File: config.mk
export PLATFORM = sky130hd
export DESIGN_NAME = hostbus_if
export DESIGN_NICKNAME = d
export VERILOG_FILES = /design/src/rtl/hbif_pkg.sv /design/src/rtl/hbif_sync.sv /design/src/rtl/hbif_addr_latch.sv /design/src/rtl/hostbus_if.sv
export SDC_FILE = /design/constraint.sdc
export NUM_CORES = 1
export LEC_CHECK = 0
export ABC_AREA = 1
export BUFFER_PORTS_ARGS = -buffer_cell sky130_fd_sc_hd__buf_2
export CORE_UTILIZATION = 27
export DETAILED_ROUTE_END_ITERATION = 10
export GPL_TIMING_DRIVEN = 0
export MAX_ROUTING_LAYER = met4
export PLACE_DENSITY_LB_ADDON = 0.05
export SYNTH_ARGS = -nofsm -noshare
export SYNTH_HDL_FRONTEND = slang
export SYNTH_SLANG_ARGS = --single-unit
File: constraint.sdc
create_clock -name clk -period 1 [get_ports clk]
set_input_delay 0.1 -clock clk [delete_from_list [all_inputs] [get_ports clk]]
set_output_delay 0.1 -clock clk [all_outputs]
set_load 0.005 [all_outputs]
File: src/rtl/hbif_pkg.sv
package hbif_pkg;
    localparam int DATA_W = 8;
    localparam int ADDR_W = 6;

    typedef enum logic [0:0] {
        STYLE_STROBES = 1'b0,
        STYLE_DIR_DS  = 1'b1
    } bus_style_e;

    typedef struct packed {
        logic              we;
        logic              re;
        logic [ADDR_W-1:0] addr;
        logic [ADDR_W-1:0] wa;
        logic [DATA_W-1:0] wd;
        logic [DATA_W-1:0] rdata;
    } req_state_t;
endpackage

File: src/rtl/hbif_sync.sv
module hbif_sync #(
    parameter int N      = 2,
    parameter int STAGES = 2
) (
    input  logic         clk,
    input  logic         rst_n,
    input  logic [N-1:0] async_in,
    output logic [N-1:0] cur,
    output logic [N-1:0] prv
);
    localparam int DEPTH = STAGES + 1;

    logic [N-1:0] stg_q [DEPTH];
    logic [N-1:0] stg_d [DEPTH];

    always_comb begin
        stg_d[0] = async_in;
        for (int i = 1; i < DEPTH; i++) begin
            stg_d[i] = stg_q[i-1];
        end
    end

    always_ff @(posedge clk or negedge rst_n) begin
        if (!rst_n) begin
            for (int i = 0; i < DEPTH; i++) begin
                stg_q[i] <= '0;
            end
        end else begin
            for (int i = 0; i < DEPTH; i++) begin
                stg_q[i] <= stg_d[i];
            end
        end
    end

    assign cur = stg_q[STAGES-1];
    assign prv = stg_q[STAGES];
endmodule

File: src/rtl/hbif_addr_latch.sv
module hbif_addr_latch #(
    parameter int ADDR_W = 6
) (
    input  logic              clk,
    input  logic              rst_n,
    input  logic              ale,
    input  logic [ADDR_W-1:0] addr_in,
    output logic [ADDR_W-1:0] addr_eff
);
    logic [ADDR_W-1:0] addr_d, addr_q;

    always_comb begin
        addr_d = ale ? addr_in : addr_q;
    end

    always_ff @(posedge clk or negedge rst_n) begin
        if (!rst_n) addr_q <= '0;
        else        addr_q <= addr_d;
    end

    // transparent while the enable is high, held value afterwards
    assign addr_eff = ale ? addr_in : addr_q;
endmodule

File: src/rtl/hostbus_if.sv
module hostbus_if
    import hbif_pkg::*;
#(
    parameter int SYNC_STAGES = 2
) (
    input  logic              clk,
    input  logic              rst_n,
    input  logic              hw_strap,
    input  logic              style_sel,
    input  logic              cs_n,
    input  logic              rd_dir,
    input  logic              wr_ds_n,
    input  logic              ale,
    input  logic [ADDR_W-1:0] addr_in,
    input  logic [DATA_W-1:0] data_in,
    output logic [DATA_W-1:0] data_out,
    output logic              data_oe,
    output logic              serial_sel,
    output logic [ADDR_W-1:0] reg_addr,
    output logic [DATA_W-1:0] reg_wdata,
    output logic              reg_we,
    output logic              reg_re,
    input  logic [DATA_W-1:0] reg_rdata
);
    localparam int WR_IDX = 0;
    localparam int RD_IDX = 1;

    logic              par_on;
    logic              wr_raw, rd_raw;
    logic [1:0]        s_cur, s_prv;
    logic [ADDR_W-1:0] addr_eff;
    req_state_t        st_d, st_q;

    // mode decode
    assign serial_sel = !hw_strap && (style_sel == STYLE_STROBES) && !rd_dir && !wr_ds_n;
    assign par_on     = !hw_strap && !serial_sel;

    // raw access decode from the asynchronous pins
    always_comb begin
        if (style_sel == STYLE_DIR_DS) begin
            wr_raw = par_on && !cs_n && !wr_ds_n && !rd_dir;
            rd_raw = par_on && !cs_n && !wr_ds_n &&  rd_dir;
        end else begin
            wr_raw = par_on && !cs_n && !wr_ds_n;
            rd_raw = par_on && !cs_n && !rd_dir;
        end
    end

    hbif_sync #(.N(2), .STAGES(SYNC_STAGES)) u_sync (
        .clk      (clk),
        .rst_n    (rst_n),
        .async_in ({rd_raw, wr_raw}),
        .cur      (s_cur),
        .prv      (s_prv)
    );

    hbif_addr_latch #(.ADDR_W(ADDR_W)) u_alat (
        .clk      (clk),
        .rst_n    (rst_n),
        .ale      (ale),
        .addr_in  (addr_in),
        .addr_eff (addr_eff)
    );

    always_comb begin
        st_d    = st_q;
        // write commits on the trailing edge of the synchronised strobe
        st_d.we = s_prv[WR_IDX] && !s_cur[WR_IDX];
        // read request on the leading edge
        st_d.re = s_cur[RD_IDX] && !s_prv[RD_IDX];
        if (s_cur[WR_IDX]) begin
            st_d.wa = addr_eff;
            st_d.wd = data_in;
        end
        if (st_d.re) begin
            st_d.addr = addr_eff;
        end else if (st_d.we) begin
            st_d.addr = st_q.wa;
        end
        if (st_q.re) begin
            st_d.rdata = reg_rdata;
        end
    end

    always_ff @(posedge clk or negedge rst_n) begin
        if (!rst_n) st_q <= '0;
        else        st_q <= st_d;
    end

    assign reg_we    = st_q.we;
    assign reg_re    = st_q.re;
    assign reg_addr  = st_q.addr;
    assign reg_wdata = st_q.wd;
    assign data_out  = st_q.rdata;
    assign data_oe   = rd_raw;
endmodule

==> flow_metrics.env <==
export IMPL_synth_most_common_cell="nand2_1"
export IMPL_rsz0062_at_grt="true"
export IMPL_wl_per_cell_um=11.87
export IMPL_hold_viol_final=42
export IMPL_coreArea_um2=6061
export IMPL_nets=260
export IMPL_outcome="finished with violations"
export IMPL_syn_num_nets=205
export IMPL_internal_power_mw=3.247
export IMPL_dr_pass1_iters=4
export IMPL_synth_seq_cells=42
export IMPL_fin_crit_ns=0.9999
export IMPL_pwr_share_clk_pct=23.4
export IMPL_grt_start_max_net_pins=43
export IMPL_die_h_um=82.35
export IMPL_maxSlewHeadroom_pct=37.66
export IMPL_fmax_mhz=1000
export IMPL_num_rows=28
export IMPL_cts_root_buf="clkbuf_8"
export IMPL_port_buffers=55
export IMPL_clock_sinks=42
export IMPL_synth_edff_count=0
export IMPL_p_seq_share_pct=50.1
export IMPL_vias_per_cell=4.269
export IMPL_final_area_um2=2332
export IMPL_gp_congestion=0.6757
export IMPL_ys_types=12
export IMPL_fillers=626
export IMPL_grt_busiest_layer="met2"
export IMPL_worst_setup_path_type="register to primary output"
export IMPL_grt_util_met2_pct=17.69
export IMPL_clockBufferDepth=2
export IMPL_cts_buffers=5
export IMPL_dp_hpwl_um=2383
export IMPL_tightest_slew_ns=0.9351
export IMPL_min_period_over_period_pct=99.99
export IMPL_register_area_um2=1052
export IMPL_htreeDepth=2
export IMPL_synthArstFlopShare_pct=100.0
export IMPL_crit_required_ns=0.90
export IMPL_hp_class="primary input to asynchronous set/reset pin"
export IMPL_grt_met1_usage_pct=16.72
export IMPL_setup_violations=0
export IMPL_finalClockSkew_ns=0.01010
export IMPL_whs_ns=-0.04889
export IMPL_synth_area_per_cell_um2=9.960
export IMPL_met3_usage_pct=3.846
export IMPL_cap_viol_max_count=0
export IMPL_grt_first_pass_wirelength_um=6072
export IMPL_placed_area_um2=2112
export IMPL_drv_slew=0
export IMPL_drive_gt1_share_pct=42.17
export IMPL_finalWirelength_um=3619
export IMPL_dr_total_vias=1302
export IMPL_syn_cell_area_um2=1743
export IMPL_synth_top_flop_cell="dfrtp_1"
export IMPL_ys_top_cells_by_count="nand2_1 (53), dfrtp_1 (42), buf_4 (23), nand3_1 (18), nor2_1 (13)"
export IMPL_power_density_nw_per_um2=1862
export IMPL_multiInputGateArea_um2=523.0
export IMPL_remaining_drc_errors=0
export IMPL_violations="negative hold slack"
export IMPL_ant_nets=0
export IMPL_max_vdd_ir_drop_mv=0.8554
export IMPL_clkTransAtPathRegs_ns=0.08
export IMPL_io_pins=56
export IMPL_synth_seq_area_share_pct=60.30
export IMPL_critPathLaunchType="register"
export IMPL_cp_end_kind="primary output"
export IMPL_cts_tree="built"
export IMPL_grt_overflow_total=0
export IMPL_cp_max_fo=2
export IMPL_p_sw_share_pct=25.25
export IMPL_antenna_found_initial=0
export IMPL_finalPower_mw=4.343
export IMPL_final_util_pct=38.48
export IMPL_reg2reg_slack_ns=0.03
export IMPL_switchingPower_mw=1.097
export IMPL_synth_area_leader_cell="dfrtp_1"
export IMPL_synth_top_area_share_pct=60.30
export IMPL_clk_latency_ns=0.29
export IMPL_die_w_um=82.35
export IMPL_netlist_top_cells_area="dfrtp_1 (60%), nand2_1 (11%), buf_4 (9.9%), nand3_1 (5.2%), mux2_2 (5.2%)"
export IMPL_first_iter_violations=48
export IMPL_comb_power_share_pct=26.6
export IMPL_critical_path_arrival_ns=0.90
export IMPL_grt_pass1_vias=1284
export IMPL_start_util_pct=28.76
export IMPL_yosysWarnings=0
export IMPL_syn_inst=175
export IMPL_power_leakage_nw=1.210
export IMPL_gr_usage_all_layers_pct=12.67
export IMPL_die_area_um2=6781
export IMPL_area_delta_synth_final_pct=33.81
export IMPL_num_antenna_cells=0
logic make-up after synthesis:
logic type,synth area share [%]
simple gates,20.10
mux,5.169
compound gates,2.154
flops,60.30
buf+inv,12.28
area by class of cell:
class | count | area share, %
plain buffers | 10 | 4.399
clock buffers | 7 | 3.273
inverters | 7 | 1.234
multi-input cells | 100 | 22.42
flip-flops and latches | 42 | 45.12
well taps | 75 | 4.024
repair buffers | 64 | 19.53
metal layers:
metal / vias to the layer above / wire length (µm)
li1: 645 / -
met1: 605 / 1797
met2: 44 / 1536
met3: 8 / 221
met4: 0 / 65
met5: - / 0
power groups by stage:
stage | logic, mW | clock network (mW) | registers (mW)
floorplan | 0.629 | 0 | 2.13
global placement | 0.971 | 0 | 2.17
detailed placement | 0.978 | 0 | 2.16
CTS | 1.18 | 1.07 | 2.17
global route | 1.29 | 1.12 | 2.21
finish | 1.15 | 1.02 | 2.17
final timing paths:
path / start / cells past startpoint / end
max in group asynchronous: rst_n / 1 / u_sync.cur[0]$_DFF_PN0_
min in group clk: data_in[7] / 3 / reg_wdata[7]$_DFFE_PN0P_
max: data_out[3]$_DFFE_PN0P_ / 2 / data_out[3]
min: rst_n / 1 / reg_addr[0]$_DFFE_PN0P_
max reg2reg: reg_re$_DFF_PN0_ / 2 / data_out[1]$_DFFE_PN0P_
min reg2reg: u_sync.stg_d[3]$_DFF_PN0_ / 0 / u_sync.cur[1]$_DFF_PN0_
cells in the final DEF, fill, tap and decap left out:
| cell | n |
|---|---|
| nand2_1 | 52 |
| dfrtp_1 | 41 |
| buf_2 | 38 |
| buf_6 | 26 |
| nand3_1 | 16 |
| nor2_1 | 13 |
| buf_4 | 10 |
| mux2_4 | 6 |
| a31oi_1 | 6 |
| clkbuf_8 | 5 |
| inv_2 | 3 |
| inv_1 | 3 |
| mux2_2 | 2 |
| nand3_2 | 2 |
| clkbuf_1 | 2 |
| nand2_2 | 1 |
| nor2_4 | 1 |
| inv_4 | 1 |
| nand2_4 | 1 |
| dfrtp_2 | 1 |
state kept, by name (all words and copies together), names as in the netlist:
name           count
reg_addr           6
reg_re             1
data_out           8
u_sync.cur         2
st_q               6
u_sync.prv         2
u_sync.stg_d       2
reg_wdata          8
u_alat.addr_q      6
reg_we             1
critical path: stages (launching register included):
cell	delay (ns)
dfrtp_1	0.40
buf_6	0.12
buf_6	0.10
stage by stage:
| step | TNS [ns] | std cells | setup slack [ns] |
|---|---|---|---|
| 6_report | 0 | 305 | 0.00008665 |
| 2_1_floorplan | 0 | 175 | 0.02366 |
| 3_5_place_dp | -0.7229 | 305 | -0.08252 |
| 3_3_place_gp | -0.7493 | 305 | -0.06705 |
| 4_1_cts | -0.06861 | 306 | -0.01807 |
| 5_1_grt | -0.2007 | 305 | -0.03066 |
what timing repair did:
item / CTS / global route
setup buffers: 7 / 2
pin swaps: 0 / 1
gates resized for setup: 32 / 13
hold endpoints to repair: 20 / 0
endpoints found under the setup margin: 36 / 23
Note: power is estimated with default switching activity, not from simulation.
